--- src/rtl/uart_txh_pkg.sv ---
package uart_txh_pkg;
    typedef enum logic [1:0] {
        ST_IDLE  = 2'd0,
        ST_START = 2'd1,
        ST_DATA  = 2'd2,
        ST_STOP  = 2'd3
    } txh_state_e;
endpackage

--- src/rtl/txh_hold.sv ---
module txh_hold #(
    parameter int DATA_W = 9
) (
    input  logic              clk,
    input  logic              rst_n,
    input  logic              enable_i,
    input  logic              wr_i,
    input  logic [DATA_W-1:0] wdata_i,
    input  logic              take_i,
    output logic              full_o,
    output logic [DATA_W-1:0] data_o,
    output logic              empty_flag_o
);
    logic              full_q;
    logic [DATA_W-1:0] data_q;
    logic              flag_q;

    // The flag is one register behind the occupancy bit, which gives the two-edge latency.
    always_ff @(posedge clk or negedge rst_n) begin
        if (!rst_n) begin
            full_q <= 1'b0;
            data_q <= '0;
            flag_q <= 1'b0;
        end else begin
            flag_q <= enable_i && !full_q;
            if (!enable_i) begin
                full_q <= 1'b0;
            end else if (wr_i) begin
                full_q <= 1'b1;
                data_q <= wdata_i;
            end else if (take_i) begin
                full_q <= 1'b0;
            end
        end
    end

    assign full_o       = full_q;
    assign data_o       = data_q;
    assign empty_flag_o = flag_q;
endmodule

--- src/rtl/txh_shifter.sv ---
module txh_shifter
    import uart_txh_pkg::*;
#(
    parameter int DATA_W = 9
) (
    input  logic              clk,
    input  logic              rst_n,
    input  logic              enable_i,
    input  logic              tick_i,
    input  logic              nine_i,
    input  logic              hold_full_i,
    input  logic [DATA_W-1:0] hold_data_i,
    output logic              take_o,
    output logic              line_o,
    output logic              idle_o
);
    localparam int CNT_W = (DATA_W > 1) ? $clog2(DATA_W) : 1;
    localparam logic [CNT_W-1:0] LAST_LONG  = CNT_W'(DATA_W - 1);
    localparam logic [CNT_W-1:0] LAST_SHORT = CNT_W'(DATA_W - 2);

    txh_state_e        st_q, st_nxt;
    logic [DATA_W-1:0] shreg_q;
    logic [CNT_W-1:0]  cnt_q;
    logic [CNT_W-1:0]  last_q;
    logic              take;

    // Next-state and transfer decision.
    always_comb begin
        st_nxt = st_q;
        take   = 1'b0;
        unique case (st_q)
            ST_IDLE: begin
                if (tick_i && hold_full_i) begin
                    take   = 1'b1;
                    st_nxt = ST_START;
                end
            end
            ST_START: begin
                if (tick_i) st_nxt = ST_DATA;
            end
            ST_DATA: begin
                if (tick_i && (cnt_q == last_q)) st_nxt = ST_STOP;
            end
            ST_STOP: begin
                if (tick_i) begin
                    if (hold_full_i) begin
                        take   = 1'b1;
                        st_nxt = ST_START;
                    end else begin
                        st_nxt = ST_IDLE;
                    end
                end
            end
            default: st_nxt = ST_IDLE;
        endcase
        if (!enable_i) begin
            st_nxt = ST_IDLE;
            take   = 1'b0;
        end
    end

    // State register.
    always_ff @(posedge clk or negedge rst_n) begin
        if (!rst_n) st_q <= ST_IDLE;
        else        st_q <= st_nxt;
    end

    // Shift register, bit counter and the frame length latched at the transfer.
    always_ff @(posedge clk or negedge rst_n) begin
        if (!rst_n) begin
            shreg_q <= '0;
            cnt_q   <= '0;
            last_q  <= LAST_SHORT;
        end else if (take) begin
            shreg_q <= hold_data_i;
            cnt_q   <= '0;
            last_q  <= nine_i ? LAST_LONG : LAST_SHORT;
        end else if (enable_i && tick_i && (st_q == ST_DATA)) begin
            shreg_q <= {1'b0, shreg_q[DATA_W-1:1]};
            cnt_q   <= cnt_q + 1'b1;
        end
    end

    // Outputs.
    always_comb begin
        line_o = 1'b1;
        unique case (st_q)
            ST_START: line_o = 1'b0;
            ST_DATA:  line_o = shreg_q[0];
            default:  line_o = 1'b1;
        endcase
        idle_o = (st_q == ST_IDLE);
        take_o = take;
    end
endmodule

--- src/rtl/uart_tx_hold.sv ---
module uart_tx_hold #(
    parameter int DATA_W = 9
) (
    input  logic              clk,
    input  logic              rst_n,
    input  logic              tx_en,
    input  logic              nine_bit,
    input  logic              bit_tick,
    input  logic              wr_en,
    input  logic [DATA_W-1:0] wr_data,
    output logic              tx_line,
    output logic              hold_empty,
    output logic              shift_empty
);
    logic              hold_full;
    logic [DATA_W-1:0] hold_data;
    logic              take;

    txh_hold #(.DATA_W(DATA_W)) i_hold (
        .clk          (clk),
        .rst_n        (rst_n),
        .enable_i     (tx_en),
        .wr_i         (wr_en),
        .wdata_i      (wr_data),
        .take_i       (take),
        .full_o       (hold_full),
        .data_o       (hold_data),
        .empty_flag_o (hold_empty)
    );

    txh_shifter #(.DATA_W(DATA_W)) i_shift (
        .clk         (clk),
        .rst_n       (rst_n),
        .enable_i    (tx_en),
        .tick_i      (bit_tick),
        .nine_i      (nine_bit),
        .hold_full_i (hold_full),
        .hold_data_i (hold_data),
        .take_o      (take),
        .line_o      (tx_line),
        .idle_o      (shift_empty)
    );
endmodule

--- config.mk ---
export PLATFORM = sky130hd
export DESIGN_NAME = uart_tx_hold
export DESIGN_NICKNAME = d
export VERILOG_FILES = /design/src/rtl/uart_txh_pkg.sv /design/src/rtl/txh_hold.sv /design/src/rtl/txh_shifter.sv /design/src/rtl/uart_tx_hold.sv
export SDC_FILE = /design/constraint.sdc
export NUM_CORES = 1
export LEC_CHECK = 0
export ABC_CLOCK_PERIOD_IN_PS = 1800
export CAP_MARGIN = 5
export CORE_UTILIZATION = 48
export DETAILED_ROUTE_END_ITERATION = 8
export GPL_ROUTABILITY_DRIVEN = 0
export GPL_TIMING_DRIVEN = 0
export PLACE_DENSITY = 0.74
export SETUP_SLACK_MARGIN = 0.02
export SYNTH_ARGS = -nofsm -noshare
export SYNTH_HDL_FRONTEND = slang
export SYNTH_SLANG_ARGS = --single-unit
--- constraint.sdc ---
create_clock -name clk -period 1.8 [get_ports clk]
set_clock_uncertainty 0.1 [all_clocks]
set_input_delay 0.27 -clock clk [delete_from_list [all_inputs] [get_ports clk]]
set_output_delay 0.27 -clock clk [all_outputs]
set_load 0.03 [all_outputs]
==> flow_summary.yaml <==
outcome:
  status: "finished clean"
setup_path:
  timing.rr.start: "i_shift.st_q[1]"
  reg2reg_depth: 6
  max_stage_delay_ns: 0.49
  path_max_fanout: 6
  worst_ep_arrival_time_ns: 1.89
  cp-end-kind: "flop"
  crit_end: "i_shift.st_q[1]"
  cpMaxStageDelayCell: "dfrtp_2"
  cp_data_required_time_ns: 1.92
  reg2reg_slack_ns: 0.03
  start_kind: "flop"
  reg2reg_to: "i_shift.st_q[1]"
  crit_type: "flop to flop"
  path_cells: "inv_2 -> ha_4 -> or2b_1 -> a21oi_4 -> a211oi_2 -> a311o_1"
  crit_start: "i_shift.st_q[1]"
timing:
  fin_tns_setup_ns: 0
  timing.fmax_mhz: 565
  min_period_ns: 1.77
  period_share_pct: 98.4
  hold_viol_final: 0
  setup_violations: 0
  tightestPinTransition_ns: 0.614
  rsz0062_at_grt: "true"
  relSlewSlack_pct: 59.1
  slew_violations: 0
route:
  wirelength_mm: 2.47
  via_per_inst: 5.43
  drcViolationCount: 0
  wl_per_cell_um: 14.0
  drtPass1Iterations: 4
  drt_iter0_markers: 10
  vias: 955
  postRouteAntennaNets: 0
grt:
  grt_first_pass_wirelength_mm: 3.69
  grt_pass1_vias: 860
  overflow: 0
  grt_start_max_net_pins: 29
  grtUsageTotal_pct: 17.8
  antenna_found_initial: 0
die:
  core-area_um2: 2570
  fp.dieH_um: 55.1
  die_x_um: 55.1
  start_util_pct: 52.6
  dieArea_um2: 3030
  rows: 18
  io_pins: 18
synthesis:
  synth_cell_types: 30
  synth_fa_ha_area_share_pct: 4.63
  synth-simple-area-share_pct: 13.0
  syn-cell-area_um2: 1350
  async_flop_share_pct: 100
  syn-instance-count: 118
  syn-num-nets: 138
  synth_area_leaders: "dfrtp_1, mux2_2, mux2i_1, ha_1, nand2_1"
  yosysTopAreaCellShare_pct: 50.0
  ys_seq_area_share_pct: 51.9
  synth_top_family_by_area: "multiplexers"
  synth-compound-area-share_pct: 8.80
  ys.flop_type: "dfrtp_1"
  synth_mux_area_share_pct: 15.7
  ys_warn_count: 0
  synth_edf_count: 0
  synth-xor-area-share_pct: 2.59
  yosysTopAreaCell: "dfrtp_1"
  ys_ff_latch: 28
  avgSynthCellArea_um2: 11.5
finish:
  stdcell_count: 176
  final_layout_size_suffix_gt1_share_pct: 30.8
  final_common_cell: "dfrtp_1"
  area_growth_pct: 27.4
  final_util_pct: 67.1
  nNetsFinal: 167
  antenna_cells: 0
  nFillCells: 212
  final_cell_mix: "dfrtp_1, nand2_1, clkdlybuf4s50_1, mux2i_1, mux2_2"
  final_cell_area_um2: 1720
cts:
  insertion_delay_ns: 0.32
  numCtsBuffers: 3
  cts_root_buf: "clkbuf_4"
  path_clk_slew_ns: 0.14
  cts_tree: "done"
  cts_buffer_depth: 2
  cts.sinks: 28
  h-tree-depth: 1
place:
  dp.cells: 164
  hpwlAfterDp_mm: 1.66
  port_buffers: 16
  placed_area_um2: 1560
power:
  total_power_w: 0.00226
  irDropWorstVdd_uv: 906
  power.leakage_nw: 0.782
  power.density_nw_per_um2: 1310
min_path:
  min_path_type: "primary input to flop"
run:
  maxCapViolations: 0
-- worst max-delay path, delay by kind of cell (launching register included) --
family          cells  cell delay [ns]
simple gates        1             0.27
flops               1             0.49
fa+ha+maj           1             0.16
compound gates      3             0.54
buf+inv             1             0.10
-- power by group --
group	switching, W	leakage, nW	internal (W)
clock	0.000179	0.0210	0.000124
combinational	0.000486	0.414	0.000512
sequential	0.000141	0.347	0.000822
-- cells in the mapped netlist (2+ instances only) --
| cell | instances |
|---|---|
| mux2i_1 | 10 |
| nor2_1 | 7 |
| buf_2 | 3 |
| o21ai_0 | 9 |
| inv_1 | 4 |
| a211oi_1 | 3 |
| xnor2_1 | 2 |
| nand2_1 | 15 |
| and3_1 | 2 |
| dfrtp_1 | 27 |
| xor2_1 | 2 |
| and4_1 | 2 |
| a21oi_1 | 2 |
| mux2_2 | 9 |
| buf_4 | 2 |
| ha_1 | 5 |
-- metal layers --
metal	global-route usage [%]	share of wire (%)
met1	20.9	44
met2	31.7	53
met3	3.28	2.8
met4	7.50	0.49
met5	0	0
-- stage by stage --
stage | hold slack (ns) | setup WS, ns
2_1_floorplan | -0.126 | -0.0335
3_3_place_gp | 0.357 | -0.241
3_5_place_dp | 0.363 | -0.261
4_1_cts | 0.144 | -0.00912
6_report | 0.161 | 0.0285
5_1_grt | 0.152 | -0.0592
-- final cells by class --
type	instances	area, µm²	share of cell area (%)
Sequential cell	28	703	40.8
Multi-Input combinational cell	81	662	38.4
Timing Repair Buffer	24	214	12.4
Buffer	5	53.8	3.13
Tap cell	30	37.5	2.18
Clock buffer	4	36.3	2.11
Inverter	4	15.0	0.872
-- kinds of logic (layout without fill, tap and decap cells) --
family / Yosys count / in the layout
XOR/XNOR: 4 / 4
AND/OR/NAND/NOR: 33 / 33
AO/OA/AOI/OAI: 19 / 19
multiplexers: 20 / 20
flip-flops: 28 / 28
adder cells (fa/ha/maj): 5 / 5
buffers and inverters: 9 / 37
-- how the worst min path moves through the flow --
stage	end	slack, ns	cells after the start	from
3_3_place_gp	i_shift.shreg_q[7]	0.36	2	i_hold.data_o[7]
2_1_floorplan	i_hold.data_o[0]	-0.13	0	rst_n
3_5_place_dp	i_shift.shreg_q[7]	0.36	2	i_hold.data_o[7]
4_1_cts	i_hold.empty_flag_o	0.14	3	tx_en
5_1_grt	i_shift.st_q[1]	0.15	2	tx_en
6_report	i_shift.st_q[1]	0.16	2	tx_en
-- sequential cells by signal, indices dropped and copies added (netlist names) --
name                 flops
i_hold.data_o            9
i_shift.shreg_q          9
i_shift.cnt_q            4
i_shift.last_q           2
i_shift.st_q             2
i_hold.empty_flag_o      1
i_hold.full_o            1
-- timing repair --
action,CTS,global route
buffers inserted,5,2
hold endpoints to repair,0,27
resized for setup,15,18
pin swaps,2,7
setup endpoints to repair,18,14
hold buffers,0,1
(Power assumes the default switching activity.)
